**config.mk**
```make
export PLATFORM = sky130hd
export DESIGN_NAME = boot_isolator
export DESIGN_NICKNAME = d
export VERILOG_FILES = /design/src/rtl/boot_iso_pkg.sv /design/src/rtl/boot_nmi_pulse.sv /design/src/rtl/boot_release_detect.sv /design/src/rtl/boot_data_gate.sv /design/src/rtl/boot_isolator.sv
export SDC_FILE = /design/constraint.sdc
export NUM_CORES = 1
export LEC_CHECK = 0
export BUFFER_PORTS_ARGS = -buffer_cell sky130_fd_sc_hd__clkbuf_2
export CORE_AREA = 2 2 39 41
export CTS_CLUSTER_DIAMETER = 150
export DETAILED_ROUTE_END_ITERATION = 16
export DIE_AREA = 0 0 41 43
export HOLD_SLACK_MARGIN = 0.15
export PLACE_DENSITY = 0.34
export SYNTH_ARGS = -nofsm -noshare
export SYNTH_HDL_FRONTEND = slang
export SYNTH_SLANG_ARGS = --single-unit
```
**constraint.sdc**
```tcl
create_clock -name clk -period 1 [get_ports clk]
set_input_delay 0.15 -clock clk [delete_from_list [all_inputs] [get_ports clk]]
set_output_delay 0.15 -clock clk [all_outputs]
set_load 0.02 [all_outputs]
```
**src/rtl/boot_iso_pkg.sv**
```systemverilog
package boot_iso_pkg;
    typedef enum logic [1:0] {
        ST_LINKED = 2'd0,
        ST_PULSE  = 2'd1,
        ST_SWEEP  = 2'd2
    } iso_state_e;
endpackage

```
**src/rtl/boot_nmi_pulse.sv**
```systemverilog
module boot_nmi_pulse #(
    parameter int PULSE_CYCLES = 4
) (
    input  logic clk,
    input  logic rst_n,
    input  logic nmi_n,
    output logic pulse
);
    localparam int CNT_W = $clog2(PULSE_CYCLES + 1);

    logic             nmi_q;
    logic [CNT_W-1:0] cnt;
    logic             fall;

    // falling edge: previous sample high, current sample low
    assign fall  = nmi_q & ~nmi_n;
    assign pulse = (cnt != '0);

    always_ff @(posedge clk or negedge rst_n) begin
        if (!rst_n) begin
            nmi_q <= 1'b1;
            cnt   <= '0;
        end else begin
            nmi_q <= nmi_n;
            if (fall && cnt == '0) begin
                cnt <= CNT_W'(PULSE_CYCLES);
            end else if (cnt != '0) begin
                cnt <= cnt - 1'b1;
            end
        end
    end
endmodule

```
**src/rtl/boot_release_detect.sv**
```systemverilog
module boot_release_detect (
    input  logic romsel_n,
    input  logic mreq_n,
    input  logic rd_n,
    input  logic m1_n,
    output logic hit
);
    // opcode fetch from memory with the boot ROM selected
    assign hit = ~romsel_n & ~mreq_n & ~rd_n & ~m1_n;
endmodule

```
**src/rtl/boot_data_gate.sv**
```systemverilog
module boot_data_gate #(
    parameter int DATA_W = 8
) (
    input  logic              pass,
    input  logic [DATA_W-1:0] din,
    output logic [DATA_W-1:0] dout
);
    for (genvar i = 0; i < DATA_W; i++) begin : g_bit
        assign dout[i] = din[i] & pass;
    end
endmodule

```
**src/rtl/boot_isolator.sv**
```systemverilog
module boot_isolator
    import boot_iso_pkg::*;
#(
    parameter int DATA_W       = 8,
    parameter bit USE_NMI      = 1'b0,
    parameter int PULSE_CYCLES = 4
) (
    input  logic              clk,
    input  logic              rst_n,
    input  logic              nmi_n,
    input  logic              romsel_n,
    input  logic              mreq_n,
    input  logic              rd_n,
    input  logic              m1_n,
    input  logic [DATA_W-1:0] sys_data,
    output logic              bus_en,
    output logic [DATA_W-1:0] cpu_data
);
    localparam iso_state_e RESET_STATE = USE_NMI ? ST_LINKED : ST_SWEEP;

    iso_state_e state, state_nx;
    logic       raw_pulse;
    logic       nmi_pulse;
    logic       hit;

    boot_nmi_pulse #(.PULSE_CYCLES(PULSE_CYCLES)) u_pulse (
        .clk   (clk),
        .rst_n (rst_n),
        .nmi_n (nmi_n),
        .pulse (raw_pulse)
    );

    assign nmi_pulse = raw_pulse & USE_NMI;

    boot_release_detect u_detect (
        .romsel_n (romsel_n),
        .mreq_n   (mreq_n),
        .rd_n     (rd_n),
        .m1_n     (m1_n),
        .hit      (hit)
    );

    // state register
    always_ff @(posedge clk or negedge rst_n) begin
        if (!rst_n) begin
            state <= RESET_STATE;
        end else begin
            state <= state_nx;
        end
    end

    // transitions
    always_comb begin
        state_nx = state;
        unique case (state)
            ST_LINKED: if (nmi_pulse) state_nx = ST_PULSE;
            ST_PULSE:  if (!nmi_pulse) state_nx = ST_SWEEP;
            ST_SWEEP: begin
                if (nmi_pulse)  state_nx = ST_PULSE;
                else if (hit)   state_nx = ST_LINKED;
            end
            default:            state_nx = RESET_STATE;
        endcase
    end

    // outputs: reconnect in the cycle of the qualifying fetch
    always_comb begin
        bus_en = 1'b0;
        unique case (state)
            ST_LINKED: bus_en = ~nmi_pulse;
            ST_PULSE:  bus_en = 1'b0;
            ST_SWEEP:  bus_en = hit & ~nmi_pulse;
            default:   bus_en = 1'b0;
        endcase
    end

    boot_data_gate #(.DATA_W(DATA_W)) u_gate (
        .pass (bus_en),
        .din  (sys_data),
        .dout (cpu_data)
    );
endmodule

```
# --- Yosys cells after proc, flatten, opt, wreduce, memory -nomap -nowiden ---
# Index checks and enable logic that the tools add are counted.
word_totals:
  regBits: 2
  inputBits: 15
  output_inout_bits: 9
op_classes:
  eq_ne: 2
  n_mux: 3
  bitwise: 16
  n_reduce_logical: 2
op_table:
  columns: ["operator", "n"]
  rows:
  - ["1-bit bitwise AND", 11]
  - ["1-bit NOT", 5]
  - ["2-bit case mux with 2 select lines", 1]
  - ["2-bit == test (second input constant)", 1]
  - ["2-bit zero test", 1]
  - ["2-bit 2-to-1 mux", 1]
  - ["2-bit inequality test (second input constant)", 1]
  - ["1-bit case mux with 2 select lines", 1]
  - ["2-bit AND reduction", 1]

# --- Longest topological paths before layout ---
depth:
  word_depth: 6
  depth_mapped: 2

# --- Modules after synthesis ---
# A second synthesis with hierarchy kept.
hier_totals:
  cells_unflattened: 12
  area_unflattened_um2: 101.3
modules_own_cells:
  columns: ["mod", "n_inst", "cells_each", "area_each_um2", "seq_area_each_um2"]
  rows:
  - ["boot_data_gate", 1, 8, 50.0, 0.0]
  - ["boot_isolator", 1, 3, 38.8, 26.3]
  - ["boot_release_detect", 1, 1, 12.5, 0.0]

# --- Worst setup path before layout ---
# No wires, ideal clock.
synth_path:
  path_type: "input to output"
  startpoint: "in m1_n"
  endpoint: "out cpu_data[0]"
  arrival_ns: 1.071
  t_required_ns: 0.850
  path_slack_ns: -0.221
  stages: 2
  n_path_buf: 0
  path_cell_list: "o41ai_4 and2_1"
synth_between:
  elab_chain_cells: 4
synth_lines:
  columns: ["item", "line_no", "rtl"]
  rows:
  - ["start, declared", "boot_isolator.sv:14", "input logic m1_n,"]
  - ["1-bit NOT", "boot_release_detect.sv:9", "assign hit = ~romsel_n & ~mreq_n & ~rd_n & ~m1_n;"]
  - ["1-bit bitwise AND", "boot_release_detect.sv:9", null]
  - ["1-bit case mux with 2 select lines", "boot_isolator.sv:69", "unique case (state)"]
  - ["1-bit bitwise AND", "boot_data_gate.sv:9", "assign dout[i] = din[i] & pass;"]
  - ["end, declared", "boot_isolator.sv:17", "output logic [DATA_W-1:0] cpu_data"]
# No other way between the ends.

# --- Final worst setup path ---
layout_path:
  startpoint: "reg state[1]"
  endpoint: "out cpu_data[5]"
layout_between:
  elab_chain_cells: 3
  word_cells_on_any_way: 4
  cone_classes: "eq/ne (1); mux (1); bitwise (1); reduce/logical (1)"
layout_lines:
  columns: ["item", "line_no", "rtl"]
  rows:
  - ["start, declared", "boot_isolator.sv:21", "iso_state_e state, state_nx;"]
  - ["start signal, assigned", "boot_isolator.sv:48", "state <= state_nx;"]
  - ["2-bit == test or 2-bit zero test (tied branches)", "boot_isolator.sv:69", null]
  - ["1-bit case mux with 2 select lines *", "boot_isolator.sv:69", null]
  - ["1-bit bitwise AND *", "boot_data_gate.sv:9", null]
# Mark *: on every way between the ends. The rest lies on a longest branch, timed or not.

==> results.md <==
- Status: finished, violations left
- Failing checks: negative setup slack
- Final Hold Viols: 0
- Post-Route WL: 520 microns
- Site Rows: 14
- Netlist cell types: 4
- Accumulated negative setup slack: -1.92 ns
- Vias in the first global route: 164
- WS Path Type: reg2out
- Sequential-to-total area share from yosys stat: 24.4%
- Clk_lat worst skew: 0 ns
- Flip-flop and latch area: 26.3 sq um
- Largest regs: state: 1 flops
- Initial antenna violation count: 0
- Max reg flops: 1
- TritonRoute pass-1 iters: 3
- Worst Skew: 0 ns
- First DRT Iteration DRCs: 1
- IO Port Bufs: 22
- # IOs: 24
- Worst vdd ir: 0.221 mV
- Crit path max-delay cell type: dfstp_2
- Post-layout min period: 1.24 ns
- Antenna viol nets, final: 0
- RSZ-0062 raised after global routing: true
- Core area: 1380 sq um
- Via/cell ratio: 3.25
- Synth-to-layout area growth: 213%
- Final core utilization: 24.3%
- Height of the die: 43 microns
- Antenna diodes: 0
- Grt total ovfl: 0
- Crit path largest cell delay: 0.53 ns
- Hold WC Path Type: in2out
- Syn Nets: 26
- Synthesis-stage register bit count: 1
- Gate Count Post-Synth: 11
- YS warnings: 0
- Residual DRC: 0
- Wire per inst: 10.0 microns
- Global Route Usage Sum: 5.61%
- Pwr dens: 461 nW/um^2
- Reg2reg setup slack: 0.01 ns
- Post-route setup slack: -0.243 ns
- First-pass GRT wire length: 690 microns
- Post-synthesis instance area: 108 sq um
- Worst slew margin: 85.5%
- Fillers: 160
- Area of the multi-input gates: 90.1 sq um
- # Max-Cap Violations: 0
- Share of layout cells above drive strength 1: 94.4%
- Synth area leaders: and2_1, o41ai_4, dfstp_2, inv_1
- Setup crit start kind: flip-flop
- Largest net degree at the start of global routing: 10
- Crit path arrival time: 1.09 ns
- Syn Area/Cell: 9.78 sq um
- Critical path peak fanout: 9
- Max-slew violations: 0
- Worst Tran Pin Value: 0.217 ns
- Top reg by flops: state
- Final Power: 0.155 mW
- Die area: 1760 sq um
- Worst Path Required: 0.85 ns
- Initial Util: 7.78%
- Static Leak: 0.174 nW
- Via count: 169
- Peak Freq: 804 MHz
- Yosys top cell area share: 46.5%
- Die Wd: 41 microns
- Worst-path clk slew: 0 ns
- Final Cycle Share: 124%
- Critical path cell sequence: o41ai_4 -> buf_4 -> and2_2 -> buf_2
- # nets final: 53
- Final Setup Violations: 9
- GPL Wtd Cong: 0.622
- Cell taking the most area after synthesis: and2_1
- Kind of end point of the critical path: primary output
==> worst max-delay path: cells and delay by family (launching register included) <==
kind | cells | cell delay, ns
DFF | 1 | 0.53
AOI/OAI and AO/OA | 1 | 0.06
and+or+nand+nor | 1 | 0.19
buffers and inverters | 2 | 0.31
==> per-stage QoR <==
stage | instance area (sq um) | hold slack, ns | std cells | setup WS (ns)
floorplan | 118 | 0.00216 | 11 | -0.204
global placement | 255 | 0.0907 | 50 | -0.288
detailed placement | 255 | 0.0890 | 50 | -0.306
CTS | 318 | 0.629 | 52 | -0.250
global route | 337 | 0.629 | 52 | -0.267
finish | 337 | 0.613 | 52 | -0.243
==> placed cells by master, fill, tap and decap left out, drive strengths merged <==
| cell | count |
|---|---|
| dfstp | 1 |
| and2 | 8 |
| clkbuf | 15 |
| buf | 9 |
| inv | 1 |
| dlygate4sd3 | 1 |
| o41ai | 1 |
==> layer usage <==
layer / track usage, % / wire [microns] / part of all wire (%) / vias up
met1: 10.2 / 239 / 46 / 61
met4: 0 / 0 / 0 / 0
li1: - / - / - / 85
met3: 3.14 / 154 / 30 / 0
met5: 0 / 0 / 0 / -
met2: 5.63 / 126 / 24 / 23
==> report_power, final <==
| group | total [mW] | internal (mW) | switching (mW) | leakage, nW |
|---|---|---|---|---|
| clock network | 0 | 0 | 0 | 0 |
| registers | 0.0413 | 0.0413 | 0 | 0.0103 |
| logic | 0.114 | 0.0663 | 0.0476 | 0.163 |
==> path summary, 6_finish.rpt <==
path                                      start              endpoint  cells after the start
max                        state[1]$_DFFE_PN1P_           cpu_data[5]                      4
min                                 sys_data[0]           cpu_data[0]                      3
max reg2reg                state[1]$_DFFE_PN1P_  state[1]$_DFFE_PN1P_                      4
min reg2reg                state[1]$_DFFE_PN1P_  state[1]$_DFFE_PN1P_                      4
max in group asynchronous                 rst_n  state[1]$_DFFE_PN1P_                      2
min in group asynchronous                 rst_n  state[1]$_DFFE_PN1P_                      2
==> synthesized netlist by cell type (all sizes together) <==
cell   instances
and2           8
o41ai          1
inv            1
dfstp          1
==> logic make-up after synthesis <==
logic type / after synthesis / synth area share, %
flip-flops: 1 / 24.4
AND/OR/NAND/NOR: 8 / 46.5
AO/OA/AOI/OAI: 1 / 25.6
buffers and inverters: 1 / 3.49
==> final cells by class <==
cell class | instances | share of cell area, %
inverters | 1 | 1.12
well taps | 16 | 5.95
repair buffers | 25 | 58.4
multi-input cells | 9 | 26.8
flip-flops and latches | 1 | 7.81
==> timing repair <==
action	4_1_cts	5_1_grt
setup buffers	2	1
resized for setup	11	12
setup endpoints to repair	10	10
hold buffers	1	0
pin swaps	1	2
hold endpoints to repair	1	0
No activity file was read; power rests on OpenSTA's default activity.
